**src/rtl/vic_pkg.sv**
```systemverilog
package vic_pkg;
    localparam int VIC_DW = 32;
    localparam int VIC_OFF_W = 3;

    typedef enum logic [VIC_OFF_W-1:0] {
        OFF_STS = 3'd0,
        OFF_ENA = 3'd1,
        OFF_CRT = 3'd2,
        OFF_POL = 3'd3,
        OFF_TRG = 3'd4,
        OFF_MSK = 3'd5,
        OFF_VCF = 3'd6,
        OFF_VEC = 3'd7
    } vic_off_e;
endpackage

```
**src/rtl/vic_in_cond.sv**
```systemverilog
module vic_in_cond #(
    parameter int NUM_IRQ = 32
) (
    input  logic               clk,
    input  logic               rst_n,
    input  logic [NUM_IRQ-1:0] irq_in,
    input  logic [NUM_IRQ-1:0] pol,
    output logic [NUM_IRQ-1:0] lvl,
    output logic [NUM_IRQ-1:0] rise
);
    logic [NUM_IRQ-1:0] prev_d, prev_q;

    // Sense adjustment per line: polarity 0 inverts the raw line.
    for (genvar g = 0; g < NUM_IRQ; g++) begin : g_sense
        assign lvl[g] = pol[g] ? irq_in[g] : ~irq_in[g];
    end

    always_comb begin
        prev_d = lvl;
        rise   = lvl & ~prev_q;
    end

    always_ff @(posedge clk or negedge rst_n) begin
        if (!rst_n) prev_q <= '0;
        else        prev_q <= prev_d;
    end
endmodule

```
**src/rtl/vic_vec_gen.sv**
```systemverilog
module vic_vec_gen #(
    parameter int NUM_IRQ     = 32,
    parameter int STRIDE_LOG2 = 9
) (
    input  logic [NUM_IRQ-1:0] pend,
    input  logic [31:0]        vcfg,
    output logic [31:0]        vec
);
    localparam int POS_W = (NUM_IRQ > 1) ? $clog2(NUM_IRQ) : 1;

    logic [POS_W-1:0] pos;

    always_comb begin
        pos = '0;
        if (vcfg[0]) begin
            // top rank at the high end: the last hit in an upward scan wins
            for (int i = 0; i < NUM_IRQ; i++)
                if (pend[i]) pos = POS_W'(NUM_IRQ - 1 - i);
        end else begin
            for (int i = NUM_IRQ - 1; i >= 0; i--)
                if (pend[i]) pos = POS_W'(i);
        end
        vec = (|pend) ? ({vcfg[31:2], 2'b00} + (32'(pos) << STRIDE_LOG2)) : 32'd0;
    end
endmodule

```
**src/rtl/vec_irq_ctrl.sv**
```systemverilog
module vec_irq_ctrl
    import vic_pkg::*;
#(
    parameter int NUM_IRQ  = 32,
    parameter int ADDR_W   = 10,
    parameter int BASE_NUM = 'h0C0
) (
    input  logic               clk,
    input  logic               rst_n,
    input  logic [NUM_IRQ-1:0] irq_in,
    input  logic               cfg_en,
    input  logic               cfg_we,
    input  logic [ADDR_W-1:0]  cfg_addr,
    input  logic [31:0]        cfg_wdata,
    output logic [31:0]        cfg_rdata,
    output logic               irq_norm,
    output logic               irq_crit
);
    localparam logic [ADDR_W-1:0] BASE_A = ADDR_W'(BASE_NUM);

    typedef struct packed {
        logic [NUM_IRQ-1:0] sts;
        logic [NUM_IRQ-1:0] ena;
        logic [NUM_IRQ-1:0] crt;
        logic [NUM_IRQ-1:0] pol;
        logic [NUM_IRQ-1:0] trg;
        logic [31:0]        vcf;
    } regs_t;

    regs_t r_d, r_q;

    logic [ADDR_W-1:0]    rel;
    logic                 hit, wr, sts_wr;
    vic_off_e             off;
    logic [NUM_IRQ-1:0]   sts_clr, lvl, rise, pend_n, pend_c;
    logic [31:0]          vec;

    vic_in_cond #(.NUM_IRQ(NUM_IRQ)) i_in_cond (
        .clk    (clk),
        .rst_n  (rst_n),
        .irq_in (irq_in),
        .pol    (r_q.pol),
        .lvl    (lvl),
        .rise   (rise)
    );

    vic_vec_gen #(.NUM_IRQ(NUM_IRQ), .STRIDE_LOG2(9)) i_vec_gen (
        .pend (pend_c),
        .vcfg (r_q.vcf),
        .vec  (vec)
    );

    always_comb begin
        rel     = cfg_addr - BASE_A;
        hit     = (rel[ADDR_W-1:VIC_OFF_W] == '0);
        off     = vic_off_e'(rel[VIC_OFF_W-1:0]);
        wr      = cfg_en && cfg_we && hit;
        sts_wr  = wr && (off == OFF_STS);
        sts_clr = sts_wr ? cfg_wdata[NUM_IRQ-1:0] : '0;

        r_d = r_q;
        if (wr) begin
            case (off)
                OFF_ENA: r_d.ena = cfg_wdata[NUM_IRQ-1:0];
                OFF_CRT: r_d.crt = cfg_wdata[NUM_IRQ-1:0];
                OFF_POL: r_d.pol = cfg_wdata[NUM_IRQ-1:0];
                OFF_TRG: r_d.trg = cfg_wdata[NUM_IRQ-1:0];
                OFF_VCF: r_d.vcf = cfg_wdata & ~32'h2;
                default: ;
            endcase
        end
        // edge lines latch and clear on write-one; level lines track the level
        r_d.sts = (r_q.trg & ((r_q.sts & ~sts_clr) | rise)) | (~r_q.trg & lvl);

        pend_n   = r_q.sts & r_q.ena & ~r_q.crt;
        pend_c   = r_q.sts & r_q.ena & r_q.crt;
        irq_norm = |pend_n;
        irq_crit = |pend_c;

        cfg_rdata = '0;
        if (cfg_en && hit) begin
            case (off)
                OFF_STS: cfg_rdata = 32'(r_q.sts);
                OFF_ENA: cfg_rdata = 32'(r_q.ena);
                OFF_CRT: cfg_rdata = 32'(r_q.crt);
                OFF_POL: cfg_rdata = 32'(r_q.pol);
                OFF_TRG: cfg_rdata = 32'(r_q.trg);
                OFF_MSK: cfg_rdata = 32'(r_q.sts & r_q.ena);
                OFF_VCF: cfg_rdata = r_q.vcf;
                OFF_VEC: cfg_rdata = vec;
                default: cfg_rdata = '0;
            endcase
        end
    end

    always_ff @(posedge clk or negedge rst_n) begin
        if (!rst_n) r_q <= '0;
        else        r_q <= r_d;
    end

    // checker state: marks that one clean edge has passed since reset
    logic past_ok_q;
    always_ff @(posedge clk or negedge rst_n) begin
        if (!rst_n) past_ok_q <= 1'b0;
        else        past_ok_q <= 1'b1;
    end


    edge_hold_chk: assert property (@(posedge clk) disable iff (!rst_n)
        (past_ok_q && !$past(sts_wr)) |->
        (($past(r_q.sts) & $past(r_q.trg) & ~r_q.sts) == '0));


    level_track_chk: assert property (@(posedge clk) disable iff (!rst_n)
        past_ok_q |-> ((~$past(r_q.trg) & (r_q.sts ^ $past(lvl))) == '0));


    vcfg_bit1_chk: assert property (@(posedge clk) disable iff (!rst_n)
        r_q.vcf[1] == 1'b0);


    vec_idle_zero_chk: assert property (@(posedge clk) disable iff (!rst_n)
        !irq_crit |-> (vec == 32'd0));


    vec_align_chk: assert property (@(posedge clk) disable iff (!rst_n)
        irq_crit |-> (vec[8:0] == {r_q.vcf[8:2], 2'b00}));
endmodule

```
**config.mk**
```make
export PLATFORM = sky130hd
export DESIGN_NAME = vec_irq_ctrl
export DESIGN_NICKNAME = d
export VERILOG_FILES = /design/src/rtl/vic_pkg.sv /design/src/rtl/vic_in_cond.sv /design/src/rtl/vic_vec_gen.sv /design/src/rtl/vec_irq_ctrl.sv
export SDC_FILE = /design/constraint.sdc
export NUM_CORES = 1
export LEC_CHECK = 0
export ABC_AREA = 1
export BUFFER_PORTS_ARGS = -buffer_cell sky130_fd_sc_hd__buf_2
export CORE_UTILIZATION = 44
export CTS_BUF_LIST = sky130_fd_sc_hd__clkbuf_4 sky130_fd_sc_hd__clkbuf_8
export DETAILED_ROUTE_END_ITERATION = 10
export GPL_TIMING_DRIVEN = 0
export PLACE_DENSITY = 0.71
export RECOVER_POWER = 100
export SYNTH_ARGS = -nofsm -noshare
export SYNTH_HDL_FRONTEND = slang
export SYNTH_HIERARCHICAL = 1
export SYNTH_SLANG_ARGS = --single-unit
```
**constraint.sdc**
```tcl
create_clock -name clk -period 7.6 [get_ports clk]
set_input_delay 1.52 -clock clk [delete_from_list [all_inputs] [get_ports clk]]
set_output_delay 1.52 -clock clk [all_outputs]
set_load 0.02 [all_outputs]
```
After elaboration in Yosys (flattened, before gate mapping)
Cells that the tools add are included.
{"block": "totals", "regBits": 223, "input_bits": 78, "out_inout_bits": 34, "elab_cells": 175}
{"block": "op_classes", "addsub": 2, "n_eq_ne": 7, "n_mux": 101, "n_bitwise": 45, "n_reduce_logical": 13}
{"op": "$mux W5", "count": 65}
{"op": "$pmux W32 S8", "count": 1}
{"op": "$and A32 B32 Y32", "count": 7}
{"op": "$not A32 Y32", "count": 4}
{"op": "$mux W32", "count": 3}
{"op": "$or A32 B32 Y32", "count": 2}
{"op": "$reduce_or A32 Y1", "count": 2}
{"op": "$add A32 B14 Y32", "count": 1}
{"op": "$mux W1", "count": 32}
{"op": "$not A1 Y1", "count": 32}
{"op": "$eq A3 B3 Y1 const B", "count": 4}
{"op": "$reduce_and A2 Y1", "count": 5}
{"op": "$sub A10 B8 Y10 const B", "count": 1}
{"op": "$logic_not A7 Y1", "count": 1}
{"op": "$eq A3 B2 Y1 const B", "count": 2}
{"op": "$logic_and A1 B1 Y1", "count": 4}
{"op": "$eq A3 B1 Y1 const B", "count": 1}
{"op": "$logic_not A3 Y1", "count": 1}

Longest topological paths before layout
{"block": "logic_depth", "depth_word": 39, "depth_mapped": 65, "ltp_nobuf": 65}

Hierarchy
Netlist, hierarchy kept.
{"module": "vec_irq_ctrl", "instances": 1, "cells_each": 1347, "area_each_um2": 9910.8, "seq_area_each_um2": 4779.6}
{"module": "vic_in_cond", "instances": 1, "cells_each": 256, "area_each_um2": 1801.7, "seq_area_each_um2": 800.8}
{"module": "vic_vec_gen", "instances": 1, "cells_each": 321, "area_each_um2": 1455.1, "seq_area_each_um2": 0.0}

Least setup slack after synthesis
Ideal clock, no wire load.
{"block": "synth_path", "path_type": "flip-flop to output port", "start": "register r_q[130] (netlist name)", "end": "output port cfg_rdata[31]", "arrival_time_ps": 4742, "required_ps": 6080, "setup_slack_ps": 1338, "path_stages_with_launch": 65, "n_path_buf": 0, "path_cell_list": "dfrtp_1 > nand2_1 > nor2_1 > inv_1 > nand2_1 > nand2_1 > nand2_1 > nand2_1 > nand2_1 > nand2_1 > nand2_1 > nand2_1 > nand2_1 > nand2_1 > nand2_1 > nand2_1 > nand2_1 > nand2_1 > (+29 left out) > nand2_1 > nor3_2 > nand2_1 > inv_2 > nand2_2 > nor2_4 > nand2_2 > nor2_2 > nand2_2 > nor2_2 > nand2_2 > nor2_2 > o21ai_1 > a21oi_1 > a21oi_1 > nand3_1 > nand2_1 > inv_1"}
{"block": "synth_between", "elab_chain_cells": 37, "elab_cells_between_ends": 41, "classes_between": "add/sub (1); mux (37); bitwise (2); reduce/logical (1)"}
{"element": "from (decl)", "line": "vec_irq_ctrl.sv:30", "source": "regs_t r_d, r_q;"}
{"element": "from (signal assigned)", "line": "vec_irq_ctrl.sv:98", "source": "else r_q <= r_d;"}
{"element": "$and A32 B32 Y32 (*) (2 in series)", "line": "vec_irq_ctrl.sv:76", "source": "pend_c = r_q.sts & r_q.ena & r_q.crt;"}
{"element": "named net pend_c[2]", "line": "vec_irq_ctrl.sv:35", "source": "logic [NUM_IRQ-1:0] sts_clr, lvl, rise, pend_n, pend_c;"}
{"element": "$mux W5 (30 in series)", "line": "vic_vec_gen.sv:18", "source": "if (pend[i]) pos = POS_W'(NUM_IRQ - 1 - i);"}
{"element": "$mux W5", "line": "vic_vec_gen.sv:15", "source": "if (vcfg[0]) begin"}
{"element": "$add A32 B14 Y32", "line": "vic_vec_gen.sv:23", "source": "vec = (|pend) ? ({vcfg[31:2], 2'b00} + (32'(pos) << STRIDE_LOG2)) : 32'd0;"}
{"element": "$mux W32 (*)", "line": "vic_vec_gen.sv:23"}
{"element": "named net vec[31]", "line": "vec_irq_ctrl.sv:36", "source": "logic [31:0] vec;"}
{"element": "$pmux W32 S8 (*)", "line": "vec_irq_ctrl.sv:82", "source": "case (off)"}
{"element": "$mux W32 (*)", "line": "vec_irq_ctrl.sv:81", "source": "if (cfg_en && hit) begin"}
{"element": "to (decl)", "line": "vec_irq_ctrl.sv:15", "source": "output logic [31:0] cfg_rdata,"}
The timed path passes the listed nets; every way through them passes the cells marked *.

Worst setup path after layout
{"block": "layout_path", "start": "register r_q[128] (netlist name)", "end": "output port cfg_rdata[31]"}
{"block": "layout_between", "elab_chain_cells": 39, "elab_cells_between_ends": 41, "classes_between": "add/sub (1); mux (37); bitwise (2); reduce/logical (1)"}
{"element": "$and A32 B32 Y32 (*) (2 in series)", "line": "vec_irq_ctrl.sv:76"}
{"element": "named net pend_c[0]", "line": "vec_irq_ctrl.sv:35"}
{"element": "$mux W5 (32 in series)", "line": "vic_vec_gen.sv:18"}
{"element": "$mux W5", "line": "vic_vec_gen.sv:15"}
{"element": "$add A32 B14 Y32", "line": "vic_vec_gen.sv:23"}
{"element": "$mux W32 (*)", "line": "vic_vec_gen.sv:23"}
{"element": "named net vec[31]", "line": "vec_irq_ctrl.sv:36"}
{"element": "$pmux W32 S8 (*)", "line": "vec_irq_ctrl.sv:82"}
{"element": "$mux W32 (*)", "line": "vec_irq_ctrl.sv:81"}
Marked as above.

==> reports/results.tsv <==
stage	metric	value	unit
status	status	finished with violations	
status	failing checks	capacitance limit, slew limit, setup timing	
critical_path	Crit path max-delay family	simple AND/OR/NAND/NOR gates	
sta	Hold Slack	0.495	ns
power	Cell Int Power	1.99	mW
worst_hold_path	worst hold endpoint	r_q[116]	
layout	cell area after layout	0.0154	mm²
critical_path	slowest CP cell	dfrtp_1	
critical_path	Startpoint Class	register	
critical_path	most used cell, CP	nand2_1	
global_route	initial antenna violation count	1	
power	Total Power	2.67	mW
power	Sw Ratio	25.6	%
route	vias per cell	5.44	
global_route	met1 usage	40.7	%
layout	commonest non-fill, non-tap cell in the layout	nand2_1	
power	part of the power in combinational logic	7.4	%
critical_path	critical path class	reg2out	
sta	crit share post-route	100	%
floorplan	I/O Pins	112	
route	DRC viols	0	
layout	fin nets	2199	
place	pre-CTS setup slack	0.342	ns
critical_path	slowest stage delay, CP	0.39	ns
place	Final HPWL DP	31.2	mm
sta	Final Skew	0.0110	ns
floorplan	Die X	175	µm
floorplan	Die H	175	µm
global_route	met2 Use GR	46.7	%
place	placed inst area	0.0143	mm²
route	Vias	13700	
synth	Post-Synthesis Cells	1923	
critical_path	Setup crit end kind	output port	
sta	final hold vios	0	
flow_run	max-cap viol count	2	
floorplan	Die ar.	0.0306	mm²
power	Clk pwr share	46.3	%
layout	most frequent cells in the layout	nand2_1, inv_1, nor2_1	
place	I/O Buffers	110	
sta	relative slew slack	-173	%
critical_path	RR Startpoint	r_q[86]	
worst_hold_path	Worst Hold Class	reg2reg	
global_route	GRT Resource Usage Total	29.6	%
synth	Syn Std Cell Area	0.0132	mm²
layout	Layout area overhead	17.3	%
cts	CTS buffer count	41	
floorplan	Starting Density	45.3	%
sta	Worst Max-Slew Pin Slew	4.10	ns
power	LEAKAGE	7.61	nW
route	Routed WL	45.4	mm
place	GP Congestion	0.960	
global_route	met3 global-route usage	4.74	%
critical_path	CP max FO	3	
sta	final setup margin	-0.0301	ns
critical_path	crit path buf inv count	5	
sta	TNS Setup	-0.0301	ns
route	DR WL/cell	18.0	µm
global_route	most used routing layer	met2	
global_route	Remaining Overflow, GRT	0	
cts	H-tree lvl count	2	
sta	fmax	131	MHz
power	VDD IR max	0.000117	V
sta	final setup fails	1	
global_route	largest net degree at the start of global routing	101	
global_route	first-pass GRT wire length	69.9	mm
critical_path	FF-to-FF setup slack	6.62	ns
synth	Synthesis Warnings	6	
cts	cts hold-fix bufs	0	
worst_hold_path	Hold Crit Depth	2	
power	PwrDens	173	mW/mm²
synth	Synth Area per Inst	6.85	µm²
critical_path	crit path DAT	6.11	ns
route	remaining antenna violation count	0	
sta	Max Slew Vio Count	127	
floorplan	site row count	62	
route	Initial DRT Pass Iterations	5	
sta	Tmin final	7.63	ns
cts	CTS tree	done	
power	Flop pwr share	46.4	%
global_route	vias in the first global route	12900	
cts	latest clock arrival within the worst-skew pair	0.55	ns
route	Initial DRC Count	1517	
floorplan	Core Area	0.0291	mm²
critical_path	Worst Reg2Reg Path Length in Cells	6	
cts	Root Buffer	clkbuf_8	
worst_hold_path	start point of the worst hold path	r_q[116]	
critical_path	Critical R2R Capture	r_q[182]	
cts	clock sink total	223	
layout	filler instances	2941	
cts	Clock Tree Buf Depth	3	
layout	layout cells sized above 1	14.9	%
power	Sw Pwr	683	µW
critical_path	Crit path required time	6.08	ns
cts	CTS clk-pin slew, worst paths	0.06	ns
sta	RSZ-0062 raised after global routing	yes	
## metal layers
metal	wire length, µm	vias up
met5	0	-
met1	19300	6488
li1	-	6434
met3	4250	124
met2	20000	697
met4	1830	0
## per-stage QoR
stage	utilization, %	std cells
2_1_floorplan	-	1924
3_3_place_gp	48.8	2418
3_5_place_dp	49.0	2420
4_1_cts	52.9	2512
5_1_grt	53.1	2524
6_report	53.1	2525
## cell type report
class                      count  area (µm²)  share of cell area, %
multi-input combinational   1330        6240                   40.4
sequential                   223        5580                   36.1
inverter                     298        1120                   7.25
timing repair buffer         146         846                   5.48
clock buffer                  63         779                   5.05
tap                          384         480                   3.11
buffer                        73         302                   1.95
clock inverter                 7        90.1                  0.584
antenna                        1        2.50                 0.0162
## tightest hold or removal path, cell delays in order, from the launching register on
cell and delay (ns):
dfrtp_1 0.35, nand2_1 0.05, o21ai_0 0.06
## power by group through the flow
stage	clock (mW)	sequential, mW	combinational (mW)
2_1_floorplan	0	1.25	0.101
3_3_place_gp	0	1.26	0.192
3_5_place_dp	0	1.26	0.200
4_1_cts	1.25	1.24	0.204
5_1_grt	1.30	1.24	0.218
6_report	1.24	1.24	0.197
## state kept, by name (all words and copies together), names as in the netlist
signal	flops
r_q	191
i_in_cond/prev_q	32
## what timing repair did
| item | CTS | global route |
|---|---|---|
| endpoints found under the hold margin | 0 | 0 |
| endpoints found under the setup margin | 3 | 9 |
| resized for setup | 25 | 38 |
| cloned | 0 | 0 |
| pin swaps | 5 | 16 |
| setup buffers | 22 | 15 |
## how the worst max path moves through the flow
stage / from / to / slack [ns] / cells after the start
6_report: r_q[128] / cfg_rdata[31] / -0.03 / 65
5_1_grt: r_q[128] / cfg_rdata[31] / -0.48 / 65
4_1_cts: r_q[157] / cfg_rdata[30] / 0.006 / 33
3_5_place_dp: r_q[189] / cfg_rdata[31] / 0.34 / 65
3_3_place_gp: r_q[162] / cfg_rdata[31] / 0.41 / 65
2_1_floorplan: r_q[130] / cfg_rdata[31] / 1.34 / 64
Power figures use the tool's default switching activity.
